<file path="config.mk">
export PLATFORM = sky130hd
export DESIGN_NAME = pwm_slice
export DESIGN_NICKNAME = d
export VERILOG_FILES = /design/src/rtl/pwm_slice_pkg.sv /design/src/rtl/pwm_frac_div.sv /design/src/rtl/pwm_counter.sv /design/src/rtl/pwm_out.sv /design/src/rtl/pwm_slice.sv
export SDC_FILE = /design/constraint.sdc
export NUM_CORES = 1
export LEC_CHECK = 0
export ABC_CLOCK_PERIOD_IN_PS = 4800
export BUFFER_PORTS_ARGS = -buffer_cell sky130_fd_sc_hd__buf_2
export CELL_PAD_IN_SITES_DETAIL_PLACEMENT = 0
export CELL_PAD_IN_SITES_GLOBAL_PLACEMENT = 2
export CORE_ASPECT_RATIO = 1.4
export CORE_UTILIZATION = 23
export DETAILED_ROUTE_END_ITERATION = 12
export PLACE_DENSITY_LB_ADDON = 0.1
export REMOVE_ABC_BUFFERS = 1
export SETUP_SLACK_MARGIN = 0.02
export SLEW_MARGIN = 15
export SYNTH_ARGS = -nofsm -noshare
export SYNTH_HDL_FRONTEND = slang
export SYNTH_SLANG_ARGS = --single-unit
</file>
<file path="constraint.sdc">
create_clock -name clk -period 4.8 [get_ports clk]
set_clock_uncertainty 0.1 [all_clocks]
set_input_delay 0.96 -clock clk [delete_from_list [all_inputs] [get_ports clk]]
set_output_delay 0.96 -clock clk [all_outputs]
set_load 0.05 [all_outputs]
</file>
<file path="src/rtl/pwm_slice_pkg.sv">
package pwm_slice_pkg;
  localparam int ADDR_W  = 4;
  localparam int NUM_OUT = 2;

  localparam logic [ADDR_W-1:0] A_CTRL  = 4'd0;
  localparam logic [ADDR_W-1:0] A_DIV   = 4'd1;
  localparam logic [ADDR_W-1:0] A_COUNT = 4'd2;
  localparam logic [ADDR_W-1:0] A_CMP   = 4'd3;
  localparam logic [ADDR_W-1:0] A_WRAP  = 4'd4;
  localparam logic [ADDR_W-1:0] A_RAW   = 4'd5;
  localparam logic [ADDR_W-1:0] A_IEN   = 4'd6;
  localparam logic [ADDR_W-1:0] A_FORCE = 4'd7;
  localparam logic [ADDR_W-1:0] A_STAT  = 4'd8;

  localparam int CB_EN   = 0;
  localparam int CB_PC   = 1;
  localparam int CB_INVA = 2;
  localparam int CB_INVB = 3;
  localparam int CB_MODE = 4;
  localparam int CB_RET  = 6;
  localparam int CB_ADV  = 7;
endpackage

</file>
<file path="src/rtl/pwm_frac_div.sv">
module pwm_frac_div #(
  parameter int INT_W  = 8,
  parameter int FRAC_W = 4
) (
  input  logic              clk,
  input  logic              rst_n,
  input  logic              run,
  input  logic [INT_W-1:0]  div_int,
  input  logic [FRAC_W-1:0] div_frac,
  output logic              tick
);
  localparam int DEN_W = INT_W + 1 + FRAC_W;
  localparam int ACC_W = DEN_W + 1;

  logic [DEN_W-1:0] den;
  logic [ACC_W-1:0] acc_q, acc_d, sum;

  always_comb begin
    den   = {(div_int == '0), div_int, div_frac};
    sum   = acc_q + ACC_W'(2 ** FRAC_W);
    tick  = run && (sum >= {1'b0, den});
    if (!run)      acc_d = '0;
    else if (tick) acc_d = sum - {1'b0, den};
    else           acc_d = sum;
  end

  always_ff @(posedge clk or negedge rst_n) begin
    if (!rst_n) acc_q <= '0;
    else        acc_q <= acc_d;
  end

  // a divisor of exactly one gives a tick on every running clock
  a_r3_unit_divisor: assert property (@(posedge clk) disable iff (!rst_n)
    (run && den == DEN_W'(2 ** FRAC_W)) |-> tick);
endmodule

</file>
<file path="src/rtl/pwm_counter.sv">
module pwm_counter #(
  parameter int CNT_W = 16
) (
  input  logic             clk,
  input  logic             rst_n,
  input  logic             run,
  input  logic             tick,
  input  logic             pc_mode,
  input  logic [CNT_W-1:0] top,
  input  logic             load,
  input  logic [CNT_W-1:0] load_val,
  input  logic             adv_req,
  input  logic             ret_req,
  output logic [CNT_W-1:0] cnt,
  output logic             wrap
);
  typedef struct packed {
    logic             wrap;
    logic             down;
    logic [CNT_W-1:0] val;
  } step_t;

  function automatic step_t step_fn(logic [CNT_W-1:0] v, logic down,
                                    logic [CNT_W-1:0] t, logic pc);
    step_t r;
    r.wrap = 1'b0;
    r.down = down;
    r.val  = v;
    if (!pc) begin
      r.down = 1'b0;
      if (v == t) begin
        r.val  = '0;
        r.wrap = 1'b1;
      end else begin
        r.val = v + 1'b1;
      end
    end else if (!down) begin
      if (v >= t) begin
        if (t == '0) begin
          r.val  = '0;
          r.wrap = 1'b1;
        end else begin
          r.down = 1'b1;
          r.val  = v - 1'b1;
        end
      end else begin
        r.val = v + 1'b1;
      end
    end else begin
      if (v == '0) begin
        r.wrap = 1'b1;
        r.down = 1'b0;
        r.val  = (t == '0) ? '0 : CNT_W'(1);
      end else begin
        r.val = v - 1'b1;
      end
    end
    return r;
  endfunction

  logic [CNT_W-1:0] cnt_q, cnt_d;
  logic             down_q, down_d;
  logic             adv_pend_q, adv_pend_d;
  logic             ret_pend_q, ret_pend_d;
  step_t            s1, s2;
  logic             fire, hold, move, dbl;

  always_comb begin
    s1   = step_fn(cnt_q, down_q, top, pc_mode);
    s2   = step_fn(s1.val, s1.down, top, pc_mode);
    fire = tick && !load;
    hold = fire && ret_pend_q;
    move = fire && !ret_pend_q;
    dbl  = move && adv_pend_q;

    if (load)      cnt_d = load_val;
    else if (move) cnt_d = dbl ? s2.val : s1.val;
    else           cnt_d = cnt_q;

    down_d     = move ? (dbl ? s2.down : s1.down) : down_q;
    wrap       = move && (s1.wrap || (adv_pend_q && s2.wrap));
    ret_pend_d = run && ((ret_pend_q && !hold) || ret_req);
    adv_pend_d = run && ((adv_pend_q && !dbl) || adv_req);
  end

  always_ff @(posedge clk or negedge rst_n) begin
    if (!rst_n) begin
      cnt_q      <= '0;
      down_q     <= 1'b0;
      adv_pend_q <= 1'b0;
      ret_pend_q <= 1'b0;
    end else begin
      cnt_q      <= cnt_d;
      down_q     <= down_d;
      adv_pend_q <= adv_pend_d;
      ret_pend_q <= ret_pend_d;
    end
  end

  assign cnt = cnt_q;

  // a plain sawtooth step at the wrap value lands on zero
  a_r2_wrap_zero: assert property (@(posedge clk) disable iff (!rst_n)
    (move && !pc_mode && !adv_pend_q && cnt_q == top) |=> (cnt_q == '0));

  // the up/down counter turns at the wrap value
  a_r4_turn: assert property (@(posedge clk) disable iff (!rst_n)
    (move && pc_mode && !adv_pend_q && !down_q && cnt_q == top && top != '0)
    |=> (down_q && cnt_q == $past(top) - CNT_W'(1)));

  // a swallowed tick leaves the counter where it was
  a_r7_retard_hold: assert property (@(posedge clk) disable iff (!rst_n)
    hold |=> $stable(cnt_q));

  // a stopped counter without a load holds
  a_r6_frozen: assert property (@(posedge clk) disable iff (!rst_n)
    (!run && !load) |=> $stable(cnt_q));
endmodule

</file>
<file path="src/rtl/pwm_out.sv">
module pwm_out #(
  parameter int CNT_W = 16
) (
  input  logic             run,
  input  logic             inv,
  input  logic [CNT_W-1:0] cnt,
  input  logic [CNT_W-1:0] thresh,
  output logic             out
);
  always_comb begin
    if (run) out = (cnt < thresh) ^ inv;
    else     out = inv;
  end
endmodule

</file>
<file path="src/rtl/pwm_slice.sv">
module pwm_slice
  import pwm_slice_pkg::*;
#(
  parameter int CNT_W      = 16,
  parameter int DIV_INT_W  = 8,
  parameter int DIV_FRAC_W = 4,
  parameter int DATA_W     = 32
) (
  input  logic              clk,
  input  logic              rst_n,
  input  logic              reg_we,
  input  logic [ADDR_W-1:0] reg_addr,
  input  logic [DATA_W-1:0] reg_wdata,
  output logic [DATA_W-1:0] reg_rdata,
  output logic              pwm_a,
  output logic              pwm_b,
  output logic              irq
);
  localparam int DIV_W = DIV_INT_W + DIV_FRAC_W;

  // reset: asynchronous assert, synchronous release
  logic [1:0] rst_sync_q;
  logic       srst_n;
  always_ff @(posedge clk or negedge rst_n) begin
    if (!rst_n) rst_sync_q <= 2'b00;
    else        rst_sync_q <= {rst_sync_q[0], 1'b1};
  end
  assign srst_n = rst_sync_q[1];

  logic                            en_q, en_d, pc_q, pc_d;
  logic [NUM_OUT-1:0]              inv_q, inv_d;
  logic [1:0]                      mode_q, mode_d;
  logic [DIV_INT_W-1:0]            dint_q, dint_d;
  logic [DIV_FRAC_W-1:0]           dfrac_q, dfrac_d;
  logic [NUM_OUT-1:0][CNT_W-1:0]   cmp_q, cmp_d;
  logic [CNT_W-1:0]                top_q, top_d;
  logic                            raw_q, raw_d, ie_q, ie_d, frc_q, frc_d;

  logic             tick, wrap, load, adv_req, ret_req, status;
  logic [CNT_W-1:0] cnt;
  logic [NUM_OUT-1:0] outs;

  assign load    = reg_we && (reg_addr == A_COUNT);
  assign adv_req = reg_we && (reg_addr == A_CTRL) && reg_wdata[CB_ADV] && en_q;
  assign ret_req = reg_we && (reg_addr == A_CTRL) && reg_wdata[CB_RET] && en_q;

  always_comb begin
    en_d    = en_q;
    pc_d    = pc_q;
    inv_d   = inv_q;
    mode_d  = mode_q;
    dint_d  = dint_q;
    dfrac_d = dfrac_q;
    cmp_d   = cmp_q;
    top_d   = top_q;
    ie_d    = ie_q;
    frc_d   = frc_q;
    if (reg_we) begin
      case (reg_addr)
        A_CTRL: begin
          en_d   = reg_wdata[CB_EN];
          pc_d   = reg_wdata[CB_PC];
          inv_d  = {reg_wdata[CB_INVB], reg_wdata[CB_INVA]};
          mode_d = reg_wdata[CB_MODE +: 2];
        end
        A_DIV: begin
          dint_d  = reg_wdata[DIV_FRAC_W +: DIV_INT_W];
          dfrac_d = reg_wdata[DIV_FRAC_W-1:0];
        end
        A_CMP: begin
          cmp_d[0] = reg_wdata[CNT_W-1:0];
          cmp_d[1] = reg_wdata[2*CNT_W-1:CNT_W];
        end
        A_WRAP:  top_d = reg_wdata[CNT_W-1:0];
        A_IEN:   ie_d  = reg_wdata[0];
        A_FORCE: frc_d = reg_wdata[0];
        default: ;
      endcase
    end
    raw_d = (raw_q && !(reg_we && reg_addr == A_RAW && reg_wdata[0])) || wrap;
  end

  always_ff @(posedge clk or negedge srst_n) begin
    if (!srst_n) begin
      en_q    <= 1'b0;
      pc_q    <= 1'b0;
      inv_q   <= '0;
      mode_q  <= '0;
      dint_q  <= DIV_INT_W'(1);
      dfrac_q <= '0;
      cmp_q   <= '0;
      top_q   <= '1;
      raw_q   <= 1'b0;
      ie_q    <= 1'b0;
      frc_q   <= 1'b0;
    end else begin
      en_q    <= en_d;
      pc_q    <= pc_d;
      inv_q   <= inv_d;
      mode_q  <= mode_d;
      dint_q  <= dint_d;
      dfrac_q <= dfrac_d;
      cmp_q   <= cmp_d;
      top_q   <= top_d;
      raw_q   <= raw_d;
      ie_q    <= ie_d;
      frc_q   <= frc_d;
    end
  end

  pwm_frac_div #(.INT_W(DIV_INT_W), .FRAC_W(DIV_FRAC_W)) u_div (
    .clk(clk), .rst_n(srst_n), .run(en_q),
    .div_int(dint_q), .div_frac(dfrac_q), .tick(tick)
  );

  pwm_counter #(.CNT_W(CNT_W)) u_cnt (
    .clk(clk), .rst_n(srst_n), .run(en_q), .tick(tick), .pc_mode(pc_q),
    .top(top_q), .load(load), .load_val(reg_wdata[CNT_W-1:0]),
    .adv_req(adv_req), .ret_req(ret_req), .cnt(cnt), .wrap(wrap)
  );

  for (genvar ch = 0; ch < NUM_OUT; ch++) begin : g_out
    pwm_out #(.CNT_W(CNT_W)) u_out (
      .run(en_q), .inv(inv_q[ch]), .cnt(cnt), .thresh(cmp_q[ch]), .out(outs[ch])
    );
  end

  assign status = (raw_q && ie_q) || frc_q;
  assign pwm_a  = outs[0];
  assign pwm_b  = outs[1];
  assign irq    = status;

  always_comb begin
    case (reg_addr)
      A_CTRL:  reg_rdata = DATA_W'({mode_q, inv_q[1], inv_q[0], pc_q, en_q});
      A_DIV:   reg_rdata = DATA_W'({dint_q, dfrac_q});
      A_COUNT: reg_rdata = DATA_W'(cnt);
      A_CMP:   reg_rdata = DATA_W'({cmp_q[1], cmp_q[0]});
      A_WRAP:  reg_rdata = DATA_W'(top_q);
      A_RAW:   reg_rdata = DATA_W'(raw_q);
      A_IEN:   reg_rdata = DATA_W'(ie_q);
      A_FORCE: reg_rdata = DATA_W'(frc_q);
      A_STAT:  reg_rdata = DATA_W'(status);
      default: reg_rdata = '0;
    endcase
  end

  // a wrap event always leaves the flag set
  a_r9_raw_on_wrap: assert property (@(posedge clk) disable iff (!srst_n)
    wrap |=> raw_q);

  // force drives the interrupt regardless of the flag
  a_r10_force: assert property (@(posedge clk) disable iff (!srst_n)
    frc_q |-> irq);

  // a stopped slice shows the invert levels
  a_r6_idle_level: assert property (@(posedge clk) disable iff (!srst_n)
    !en_q |-> (pwm_a == inv_q[0] && pwm_b == inv_q[1]));

  // a threshold above the wrap value keeps the compare true
  a_r5_above_top: assert property (@(posedge clk) disable iff (!srst_n)
    (en_q && cmp_q[0] > top_q && cnt <= top_q) |-> (pwm_a != inv_q[0]));

  logic unused_w;
  assign unused_w = ^{DIV_W, 1'b0};
endmodule

</file>
---- Word-level counts from Yosys, hierarchy flattened ----
Index checks and enable logic that the tools add are counted.
word-level totals
  bits in registers ....................... 104
  input port bits ......................... 39
  word-level logic and storage cells ...... 114
operators by class
  add/subtract/negate cells ............... 6
  $lt $le $gt $ge ......................... 5
  equal/unequal tests ..................... 10
  reduce and logical (&&, ||, !) cells .... 43
  bitwise operators ....................... 2
  multiplexer cells ....................... 30
operator list
  kind                     number
  $pmux W32 S9             1
  $mux W16                 11
  $mux W18                 4
  $logic_not A16 Y1        3
  $add A16 B1 Y16 const B  2
  $eq A16 B16 Y1           2
  $ge A16 B16 Y1           2
  $lt A16 B16 Y1           2
  $sub A16 B1 Y16 const B  2
  $mux W14                 2
  $logic_and A1 B1 Y1      21
  $eq A4 B3 Y1 const B     4
  $add A14 B5 Y14 const B  1
  $ge A14 B13 Y1           1
  $sub A14 B13 Y14         1
  $reduce_and A2 Y1        6
  $eq A4 B2 Y1 const B     2
  $logic_not A8 Y1         1
  $mux W1                  8
  $mux W2                  4
  $logic_not A1 Y1         5
  $logic_or A1 B1 Y1       5
  $eq A4 B1 Y1 const B     1
  $eq A4 B4 Y1 const B     1
  other kinds (3)          4

---- Logic depth before layout (Yosys ltp) ----
Gate-level depths: netlist of run 1.
  word-level depth ........................ 14
  gate-level depth with buffers ........... 25
  mapped depth without buffers ............ 22

---- Cells and area by module ----
A second synthesis of run 1 with hierarchy kept.
unflattened totals
  cells, all modules ...................... 1,103
  area, all modules ....................... 9,952.0 µm²
modules (own cells, without submodules)
  module                    instances  sequential area each (µm²)  area an instance (µm²)  cells an instance
  pwm_counter               1          475.5                       4,011.3                 560
  pwm_slice                 1          1,798.0                     3,608.5                 252
  pwm_frac_div              1          350.3                       1,539.0                 183
  pwm_out (g_out[0].u_out)  1          0.0                         399.1                   53
  pwm_out (g_out[1].u_out)  1          0.0                         394.1                   55

---- Worst setup path after synthesis of run 1 ----
No wires, ideal clock.
  kind .................................... register to register
  start ................................... register u_cnt.cnt_q[0], in the netlist u_cnt.cnt[0]
  end ..................................... register u_cnt.cnt_q[7], in the netlist u_cnt.cnt[7]
  clock period less this slack ............ 4.852 ns
  setup time .............................. 0.130 ns
  arrival time ............................ 4.622 ns
  setup slack ............................. -0.052 ns
  cell stages (with the launch flop) ...... 24
  data required time ...................... 4.570 ns
  cells stage by stage .................... dfrtp_1 clkbuf_1 inv_1 ha_1 nand4_1 nor3_1 nor3_1 o21ai_1 buf_2 o31a_1 buf_2 o22a_1 clkinv_1 ha_1 a2111oi_0 a211o_1 nand3_1 and3_1 nand2_1 nand3_1 a2bb2oi_2 o221a_1 a2111oi_2 o21ai_1
on the way
  word-level cells in the longest chain between the ends .. 13
  elaborated cells on any way between the ends .. 27
  classes of those cells .................. 4 x add/sub; 2 x order compare; 2 x eq/ne; 17 x mux; 2 x reduce/logical
ends and longest elaborated chain
  what                     line                                  RTL
  from (decl)              pwm_counter.sv:61                     logic [CNT_W-1:0] cnt_q, cnt_d;
  from (signal assigned)   pwm_counter.sv:93                     cnt_q <= cnt_d;
  $sub A16 B1 Y16          pwm_counter.sv:44, pwm_counter.sv:55
  $mux W16                 pwm_counter.sv:39                     if (t == '0) begin
  $mux W16                 pwm_counter.sv:38                     if (v >= t) begin
  $mux W18                 pwm_counter.sv:37                     end else if (!down) begin
  $mux W18 *               pwm_counter.sv:29                     if (!pc) begin
  $sub A16 B1 Y16          pwm_counter.sv:44, pwm_counter.sv:55
  $mux W16                 pwm_counter.sv:39
  $mux W16                 pwm_counter.sv:38
  $mux W18                 pwm_counter.sv:37
  $mux W18                 pwm_counter.sv:29
  $mux W16 * (2 in a row)  pwm_counter.sv:77                     else if (move) cnt_d = dbl ? s2.val : s1.val;
  $mux W16 *               pwm_counter.sv:76                     if (load) cnt_d = load_val;
Every way passes the cells marked *; elsewhere a longest branch is shown, timed or not. The select of a mux whose other input is x is not followed.
A chain may end at the register's enable or synchronous reset.

---- Final worst setup path of run 1 ----
  start ................................... register top_q[1]
  end ..................................... register u_cnt.cnt_q[4], in the netlist u_cnt.cnt[4]
on the way
  word-level cells in the longest chain between the ends .. 13
  elaborated cells on any way between the ends .. 26
  classes of those cells .................. 2 x add/sub; 2 x order compare; 2 x eq/ne; 18 x mux; 2 x reduce/logical
ends and longest elaborated chain
  what                                                                     line               RTL
  from (decl)                                                              pwm_slice.sv:36    logic [CNT_W-1:0] top_q, top_d;
  from (signal assigned)                                                   pwm_slice.sv:104   top_q <= top_d;
  parallel branches: the longest is 10 deep, another holds $ge A16 B16 Y1  -
  $mux W16 * (2 in a row)                                                  pwm_counter.sv:77
  $mux W16 *                                                               pwm_counter.sv:76
Mark *: on every way between the ends. The select of a mux whose other input is x is not followed.

==> results of run 1 <==
-- routing by layer --
layer	GRT usage, %	vias to the layer above
li1	-	4216
met1	23.9	4408
met2	37.6	168
met3	2.19	79
met4	10.5	0
met5	0	-
-- what timing repair did --
action,4_1_cts,5_1_grt
resized for setup,25,34
pin swaps,4,24
setup buffers,0,7
setup endpoints to repair,13,15
-- logic make-up after synthesis --
group	after synthesis
AO/OA/AOI/OAI	248
other	1
buffers and inverters	144
flip-flops	104
AND/OR/NAND/NOR	329
multiplexers	82
adder cells (fa/ha/maj)	83
XOR/XNOR	53
-- final cells by class --
type                            count  area share, %
Multi-Input combinational cell    796           52.7
Sequential cell                   104           22.4
Timing Repair Buffer              239           14.0
Tap cell                          522           5.56
Inverter                           87           2.78
Clock buffer                       10           2.03
Clock inverter                      6          0.564
Antenna cell                        1         0.0213
-- power by group through the flow --
stage	logic, W	registers [W]	clock network, W
global placement	0.00569	0.00141	0
detailed placement	0.00562	0.00141	0
finish	0.00600	0.00139	0.000833
global route	0.00648	0.00143	0.000895
floorplan	0.00302	0.00148	0
CTS	0.00580	0.00140	0.000870
-- per-stage QoR --
| step | utilization (%) | setup slack [ps] | std cells | power [W] | hold WS (ps) |
|---|---|---|---|---|---|
| 2_1_floorplan | - | -1390 | 987 | 0.00450 | 231 |
| 3_3_place_gp | 28.7 | -256 | 1743 | 0.00710 | 239 |
| 3_5_place_dp | 28.7 | -291 | 1743 | 0.00703 | 237 |
| 4_1_cts | 29.9 | 27.1 | 1759 | 0.00807 | 224 |
| 5_1_grt | 30.4 | -9.24 | 1764 | 0.00881 | 225 |
| 6_report | 30.4 | 175 | 1765 | 0.00823 | 241 |
-- how the worst max path moves through the flow --
stage	endpoint	slack, ps	startpoint	depth (start not counted)
final	u_cnt.cnt[4]	180	top_q[1]	23
after global routing	u_cnt.cnt[14]	-9	top_q[9]	25
after floorplan	u_cnt.cnt[2]	-1390	u_div.acc_q[4]	13
after detailed placement	u_cnt.cnt[7]	-290	u_cnt.cnt[12]	21
after global placement	u_cnt.cnt[7]	-260	u_cnt.cnt[12]	21
after CTS	u_cnt.cnt[4]	30	top_q[9]	24
-- layout by cell type (no fill, tap or decap), types with 13 or more instances in the layout --
master,n
dfrtp_1,86
xnor2_1,30
nor4_1,27
o21ai_0,42
buf_4,162
xor2_1,23
buf_2,72
nor3_1,29
a22oi_1,25
nor2_1,68
o211ai_1,13
nand4_1,21
ha_1,75
dfstp_2,17
nand3_1,40
inv_1,79
nand2_1,69
mux2_2,70
a21oi_1,42
-- state kept, by name (all words and copies together) (netlist names) --
| name | count |
|---|---|
| en_q | 1 |
| ie_q | 1 |
| u_div.acc_q | 14 |
| rst_sync_q | 2 |
| raw_q | 1 |
| frc_q | 1 |
| cmp_q | 32 |
| u_cnt.down_q | 1 |
| mode_q | 2 |
| dint_q | 8 |
| u_cnt.adv_pend_q | 1 |
| pc_q | 1 |
| u_cnt.ret_pend_q | 1 |
| u_cnt.cnt | 16 |
| top_q | 16 |
| inv_q | 2 |
| dfrac_q | 4 |
==> impl_metrics.tcl, run 1 <==
set metrics [dict create \
    yosysMostFrequentCell "dfrtp_1" \
    cap_violations 0 \
    intPower_w 0.00411 \
    swShare_pct 50.1 \
    synth.largest_area_cell "dfrtp_1" \
    design_area_um2 11800 \
    placementRows 85 \
    synthFlopType "dfrtp_1" \
    gp_congestion 0.919 \
    clkTransAtPathRegs_ps 80 \
    worstPathCellList "inv_1 > ha_1 > nor2b_1 > o211ai_1 > a21oi_1 > o21a_2 > buf_4 > or3_1 > a22o_4 > ha_1 > nand4_1 > nor2_2 > nand2_1 > a211o_1 > nand3_2 > and3_4 > nand2_2 > nand3_1 > a2bb2oi_2 > buf_4 > a211oi_1 > buf_4 > a311oi_2" \
    hp-class "in2async" \
    outcome "finished, final reports clean" \
    antenna_found_initial 0 \
    grt_pass1_wl_um 60200 \
    async_reset_ff_share_pct 100 \
    first_global_vias 9168 \
    r2r_cells 23 \
    synth_mux_area_share_pct 10.0 \
    ctsHoldBuffers 0 \
    die_y_um 237 \
    setup_viol 0 \
    wl_met1_um 16700 \
    multi_input_comb_area_um2 6190 \
    dr.pass1.iters 6 \
    highest_layer "met4" \
    cts_made_buffers 9 \
    worstMarginPinSlew_ps 921 \
    layout-drive-gt1-share_pct 33.2 \
    yosysTopAreaCellShare_pct 24.1 \
    synth_commonest_cells "dfrtp_1, ha_1, inv_1" \
    io_buffers 73 \
    worst_setup_path_end_kind "flip-flop" \
    p_comb_share_pct 72.9 \
    fp.coreArea_um2 38600 \
    slowest_delay_ps 530 \
    route.met2.wl_um 21400 \
    post-route-period-util_pct 96.3 \
    numClockSinks 104 \
    synth_top_family_by_area "compound AO/OA/AOI/OAI gates" \
    initial_core_util_pct 23.4 \
    rsz0062_at_grt "yes" \
    io_pins 74 \
    finalWirelength_um 41000 \
    track_usage_pct 20.8 \
    synth-xor-area-share_pct 5.13 \
    relSlewSlack_pct 38.4 \
    insertion_delay_ps 380 \
    finalNetCount 1359 \
    ant_nets 0 \
    die-width_um 170 \
    setup_tns_ps 0 \
    synthToLayoutAreaGrowth_pct 29.9 \
    root_buffer "clkbuf_16" \
    synthAdderAreaFrac_pct 11.6 \
    detailed_place_hpwl_um 32500 \
    route.met3.wl_um 815 \
    synth_compound_area_share_pct 19.2 \
    timing.fmax_mhz 216 \
    pwr-share-seq_pct 17.0 \
    r2r_start "top_q[1]" \
    nFillCells 4134 \
    final_hold_viol_count 0 \
    synthCells 1044 \
    power.density_nw_per_um2 700 \
    yosysSeqAreaShare_pct 29.0 \
    r2r_slack_ps 180 \
    num_vias 8871 \
    via_per_inst 5.03 \
    p_leak_nw 5.16 \
    p_switching_w 0.00412 \
    worst_path_max_delay_cell "dfstp_2" \
    synth_edf_count 0 \
    syn_area_um2 9050 \
    seqCellArea_um2 2630 \
    ir_worst_vdd_uv 236 \
    synth_area_leaders "dfrtp_1, ha_1, mux2_2" \
    cp_common_cell "buf_4" \
    synth-simple-area-share_pct 18.9 \
    yosysUniqueCellTypes 82 \
    path_buf_inv 4 \
    drv_slew 0 \
    grt-ovfl-total 0 \
    cts_htree_levels 3 \
    grt_max_degree 52 \
    drc 0 \
    critPathRequiredTime_ps 5000 \
    place_area_um2 11100 \
    drtIter0Drc 454 \
    tritoncts "yes" \
    fin_crit_ps 4620 \
    regToRegEndpoint "u_cnt.cnt[4]" \
    startpoint_type "flip-flop" \
    cp.arrival_ps 4820 \
    crit_family "compound AO/OA/AOI/OAI gates" \
    clock_power_share_pct 10.1 \
    avgRoutedWirePerCell_um 23.2 \
    syn_avg_cell_area_um2 8.66 \
    dieArea_um2 40100 \
    ys_warn_count 0 \
    critPathKind "reg2reg" \
    ys_seq_elements 104 \
    cp_max_fo 5 \
    cts_buffer_depth 2 \
]
Note: power is estimated with default switching activity, not from simulation.
==> run 2, diff against run 1 <==
--- a/config.mk
+++ b/config.mk
@@ -10,7 +10,7 @@
 export CELL_PAD_IN_SITES_DETAIL_PLACEMENT = 0
 export CELL_PAD_IN_SITES_GLOBAL_PLACEMENT = 2
 export CORE_ASPECT_RATIO = 1.4
-export CORE_UTILIZATION = 23
+export CORE_UTILIZATION = 41
 export DETAILED_ROUTE_END_ITERATION = 12
 export PLACE_DENSITY_LB_ADDON = 0.1
 export REMOVE_ABC_BUFFERS = 1
==> impl_metrics.tcl, run 2 (synthesis gave the netlist of run 1 again) <==
set metrics [dict create \
    numClockSinks 104 \
    cp_max_fo 6 \
    outcome "finished, final reports clean" \
    r2r_cells 25 \
    relSlewSlack_pct 19.9 \
    initial_core_util_pct 42.2 \
    path_buf_inv 6 \
    cts_made_buffers 9 \
    drv_slew 0 \
    most-common-layout-cells "buf_4, dfrtp_1, inv_1" \
    final_hold_viol_count 0 \
    fin_crit_ps 4780 \
    ant_nets 0 \
    reg_top3 "cmp_q: 32 flops, top_q: 16 flops, u_cnt.cnt: 16 flops" \
    hp-start "rst_sync_q[0]" \
    top_register "cmp_q" \
    worst_setup_path_end_kind "flip-flop" \
    seqCellArea_um2 2630 \
    gp_congestion 0.958 \
    drc 0 \
    critPathKind "reg2reg" \
    rsz0062_at_grt "yes" \
    largest_reg_flops 32 \
    startpoint_type "flip-flop" \
    grt-ovfl-total 0 \
    ir_worst_vdd_uv 374 \
    dr.pass1.iters 5 \
    layout-drive-gt1-share_pct 34.0 \
    fp.coreArea_um2 21400 \
    worst_path_max_delay_cell "dfstp_2" \
    slowest_delay_ps 530 \
    grt_pass1_wl_um 51000 \
    tritoncts "yes" \
    detailed_place_hpwl_um 25900 \
    num_vias 8960 \
    cp.depth 25 \
    timing.fmax_mhz 209 \
    setup_tns_ps 0 \
    layout_commonest_cell "buf_4" \
    place_worst_setup_slack_ps -184 \
    nFillCells 2111 \
    avgRoutedWirePerCell_um 21.9 \
    r2r_slack_ps 20 \
    via_per_inst 5.84 \
    first_global_vias 8865 \
    cp_common_cell "buf_4" \
    io_buffers 73 \
    cap_violations 0 \
    worstMarginPinSlew_ps 1200 \
    layout.cells.non_filler 1534 \
    die-width_um 128 \
    cts_htree_levels 3 \
    power.density_nw_per_um2 704 \
    track_usage_pct 30.5 \
    crit_path_end "u_cnt.cnt[7]" \
    placementRows 63 \
    post-route-period-util_pct 99.5 \
    grt_max_degree 69 \
    n_antenna_cell 0 \
    setup_viol 0 \
    drtIter0Drc 522 \
    r2r_start "top_q[3]" \
    finalWirelength_um 33700 \
    p_leak_nw 5.16 \
    die_y_um 178 \
    dieArea_um2 22700 \
    hp-class "reg2reg" \
    final_util_pct 53.9 \
    insertion_delay_ps 370 \
    io_pins 74 \
    crit_family "compound AO/OA/AOI/OAI gates" \
    synthToLayoutAreaGrowth_pct 27.8 \
    clkTransAtPathRegs_ps 70 \
    placedCellCount 1505 \
    regToRegEndpoint "u_cnt.cnt[7]" \
    root_buffer "clkbuf_16" \
    critPathRequiredTime_ps 4950 \
    cts_buffer_depth 2 \
    antenna_found_initial 0 \
    startpoint "top_q[3]" \
    multi_input_comb_area_um2 6260 \
    finalNetCount 1359 \
    setup_ws_ps 21.7 \
    p_total_w 0.00814 \
    cp.arrival_ps 4930 \
    ctsHoldBuffers 0 \
]
==> run 2: layout make-up <==
class / count / area share (%)
timing repair buffer: 239 / 14.2
multi-input combinational: 796 / 54.2
clock inverter: 6 / 0.779
sequential: 104 / 22.7
inverter: 87 / 2.83
tap: 292 / 3.16
clock buffer: 10 / 2.07
==> run 2: how the worst min path moves through the flow <==
stage | end | slack, ps | cells after the start
after floorplan | rst_sync_q[1] | 230 | 0
after global placement | rst_sync_q[1] | 240 | 0
after global routing | rst_sync_q[1] | 260 | 1
final | rst_sync_q[1] | 250 | 0
after detailed placement | rst_sync_q[1] | 240 | 0
after CTS | rst_sync_q[1] | 250 | 1
==> run 2: report_power, final <==
group / total (W) / internal (W) / switching, W
sequential: 0.00140 / 0.00116 / 0.000240
combinational: 0.00591 / 0.00259 / 0.00332
clock: 0.000831 / 0.000474 / 0.000356
total: 0.00814 / 0.00422 / 0.00391
==> run 2: routing by layer <==
layer	vias to the layer above	GRT usage, %	wire length [um]
met1	4414	35.0	13500
met5	-	0	0
met3	72	3.44	1240
li1	4230	-	-
met2	244	54.7	17300
met4	0	16.8	1630
==> run 2: metrics by stage <==
| step | hold WS (ps) | cell area (um^2) |
|---|---|---|
| detailed placement | 242 | 10700 |
| CTS | 254 | 11200 |
| global placement | 243 | 10700 |
| floorplan | 231 | 8810 |
| global route | 260 | 11600 |
| finish | 255 | 11600 |
==> run 2: repair_timing <==
item,CTS,global route
pin swaps,20,43
buffers inserted,6,7
setup endpoints to repair,13,16
endpoints found under the hold margin,0,0
gates resized for setup,28,55
==> run 3, diff against run 2 <==
--- a/config.mk
+++ b/config.mk
@@ -10,7 +10,8 @@
 export CELL_PAD_IN_SITES_DETAIL_PLACEMENT = 0
 export CELL_PAD_IN_SITES_GLOBAL_PLACEMENT = 2
 export CORE_ASPECT_RATIO = 1.4
-export CORE_UTILIZATION = 41
+export CORE_MARGIN = 2
+export CORE_UTILIZATION = 42
 export DETAILED_ROUTE_END_ITERATION = 12
 export PLACE_DENSITY_LB_ADDON = 0.1
 export REMOVE_ABC_BUFFERS = 1
@@ -18,4 +19,5 @@
 export SLEW_MARGIN = 15
 export SYNTH_ARGS = -nofsm -noshare
 export SYNTH_HDL_FRONTEND = slang
+export SYNTH_HIERARCHICAL = 1
 export SYNTH_SLANG_ARGS = --single-unit
==> impl_metrics.tcl, run 3 <==
set metrics [dict create \
    r2r_start "top_q[0]" \
    numClockSinks 104 \
    reg_top3 "cmp_q: 32 flops, top_q: 16 flops, u_cnt/cnt: 16 flops" \
    wl_met1_um 14600 \
    ys_warn_count 6 \
    root_buffer "clkbuf_16" \
    highest_layer "met4" \
    worst_setup_path_end_kind "flip-flop" \
    nFillCells 2229 \
    critPathKind "reg2reg" \
    initial_core_util_pct 42.7 \
    async_reset_ff_share_pct 100 \
    r2r_cells 22 \
    fin_crit_ps 4830 \
    io_buffers 73 \
    synth_edf_count 0 \
    path_buf_inv 6 \
    first_global_vias 9986 \
    n_antenna_cell 0 \
    cts_made_buffers 9 \
    most-common-layout-cells "buf_4, dfrtp_1, inv_1" \
    clkTransAtPathRegs_ps 70 \
    ant_nets 0 \
    setup_ws_ps -26.3 \
    via_per_inst 5.92 \
    cp_common_cell "buf_4" \
    cp.arrival_ps 4980 \
    yosysMostFrequentCell "inv_1" \
    avgRoutedWirePerCell_um 22.9 \
    drtIter0Drc 555 \
    worst_path_max_delay_cell "dfstp_2" \
    io_pins 74 \
    relSlewSlack_pct 33.3 \
    drc 0 \
    antenna_found_initial 0 \
    yosysTopAreaCellShare_pct 21.9 \
    ys_seq_elements 104 \
    fp.coreArea_um2 23300 \
    regToRegEndpoint "u_cnt/cnt[2]" \
    yosysUniqueCellTypes 118 \
    slowest_delay_ps 560 \
    largest_reg_flops 32 \
    insertion_delay_ps 370 \
    ir_worst_vdd_uv 320 \
    synthToLayoutAreaGrowth_pct 30.3 \
    p_total_w 0.00761 \
    grt_max_degree 74 \
    route.met3.wl_um 1450 \
    outcome "finished, violations left" \
    cap_violations 0 \
    cts_buffer_depth 2 \
    layout_commonest_cell "buf_4" \
    hp-class "in2async" \
    detailed_place_hpwl_um 29500 \
    placementRows 66 \
    seqCellArea_um2 2630 \
    timing.fmax_mhz 207 \
    cts_htree_levels 3 \
    dr.pass1.iters 5 \
    power.density_nw_per_um2 587 \
    p_leak_nw 5.94 \
    crit_family "compound AO/OA/AOI/OAI gates" \
    die_y_um 186 \
    rsz0062_at_grt "yes" \
    violations "setup timing" \
    die-width_um 134 \
    worstMarginPinSlew_ps 1000 \
    route.met2.wl_um 19400 \
    layout-drive-gt1-share_pct 40.0 \
    top_register "cmp_q" \
    ctsHoldBuffers 0 \
    syn_area_um2 9950 \
    grt_pass1_wl_um 57300 \
    post-route-period-util_pct 101 \
    synth_area_leaders "dfrtp_1, ha_1, mux2_4" \
    layout.cells.non_filler 1653 \
    setup_viol 2 \
    final_util_pct 55.7 \
    placedCellCount 1612 \
    cp_max_fo 6 \
    final_hold_viol_count 0 \
    startpoint_type "flip-flop" \
    multi_input_comb_area_um2 7280 \
    place_worst_setup_slack_ps -611 \
    finalWirelength_um 37800 \
    tritoncts "yes" \
    grt-ovfl-total 0 \
    num_vias 9794 \
    synth.largest_area_cell "dfrtp_1" \
    synthCells 1103 \
    synth_commonest_cells "inv_1, dfrtp_1, ha_1" \
    synthFlopType "dfrtp_1" \
    syn_avg_cell_area_um2 9.02 \
    dieArea_um2 25000 \
    critPathRequiredTime_ps 4950 \
    fin_hold_ws_ps 260 \
    gp_congestion 0.961 \
    drv_slew 0 \
    worstPathCellList "ha_4 > nand2b_4 > a2111oi_4 > buf_4 > o32ai_4 > buf_6 > o41a_1 > buf_4 > buf_4 > a21oi_1 > nor2_2 > inv_2 > ha_4 > a21o_1 > a211oi_2 > o21a_1 > o22ai_4 > buf_4 > nand3_1 > a21bo_4 > a221o_1 > a31o_1" \
    r2r_slack_ps -30 \
    track_usage_pct 30.5 \
    yosysSeqAreaShare_pct 26.4 \
    finalNetCount 1464 \
]
-- run 3: cell count changes after synthesis, sizes merged, moves of 10 or more --
cell | before | now
a21oi | 44 | 60
nor4 | 31 | 21
nor2 | 70 | 54
clkbuf | 43 | 27
nor3 | 34 | 18
buf | 14 | 30
nand4 | 22 | 32
inv | 83 | 93
and2 | 4 | 20
or2 | 2 | 18
a21o | 12 | 22
-- run 3: power by group --
| part | leakage [nW] | switching (W) | total, W | internal, W |
|---|---|---|---|---|
| Combinational | 4.53 | 0.00302 | 0.00547 | 0.00246 |
| Sequential | 1.27 | 0.000243 | 0.00138 | 0.00114 |
| Clock | 0.144 | 0.000371 | 0.000758 | 0.000387 |
| Total | 5.94 | 0.00363 | 0.00761 | 0.00398 |
-- run 3: kinds of logic (layout without fill, tap and decap cells) --
logic type               Yosys count  in the layout  synth area share, %
adder cells (fa/ha/maj)           83             83                 10.5
XOR/XNOR                          37             37                 3.26
buffers and inverters            151            395                 7.03
flip-flops                       104            104                 26.4
other                              1              1               0.0377
multiplexers                      79             79                 11.0
AO/OA/AOI/OAI                    291            291                 21.2
AND/OR/NAND/NOR                  357            357                 20.7
-- run 3: worst register-to-register path: stages (launching register included) --
cell and delay [ps]:
dfstp_2 560, ha_4 200, nand2b_4 150, a2111oi_4 330
buf_4 210, o32ai_4 110, buf_6 140, o41a_1 360
buf_4 170, buf_4 130, a21oi_1 140, nor2_2 70
inv_2 80, ha_4 200, a21o_1 180, a211oi_2 180
o21a_1 210, o22ai_4 120, buf_4 150, nand3_1 110
a21bo_4 270, a221o_1 350, a31o_1 230
-- run 3: area by class of cell --
type / count / area share, %
multi-input cells: 848 / 56.2
flip-flops and latches: 104 / 20.3
well taps: 306 / 2.95
repair buffers: 285 / 15.6
clock inverters: 4 / 0.270
inverters: 94 / 2.80
clock buffers: 12 / 1.98
-- run 3: metal layers --
metal  GRT usage, %  vias up
li1               -     4595
met3           3.41      112
met1           34.0     4800
met5              0        -
met2           55.0      287
met4           20.1        0
-- run 3: worst max path at each step --
stage                 start       endpoint  cells after the start
2_1_floorplan  u_cnt/cnt[0]  u_cnt/cnt[11]                     21
3_3_place_gp       top_q[0]  u_cnt/cnt[13]                     21
3_5_place_dp       top_q[0]  u_cnt/cnt[13]                     22
4_1_cts           top_q[14]  u_cnt/cnt[15]                     23
5_1_grt            top_q[0]  u_cnt/cnt[11]                     24
6_report           top_q[0]   u_cnt/cnt[2]                     22
-- run 3: timing repair --
item                                    CTS  global route
cloned                                    0             0
gates resized for setup                  67            71
endpoints found under the setup margin   18            18
pin swaps                                41            52
buffers inserted                         13            13
-- run 3: metrics by stage --
step	cell area, um^2	setup TNS [ps]
2_1_floorplan	9610	-10460
3_3_place_gp	11800	-4460
3_5_place_dp	11800	-6600
4_1_cts	12600	0
5_1_grt	13000	-1800
6_report	13000	-35.7
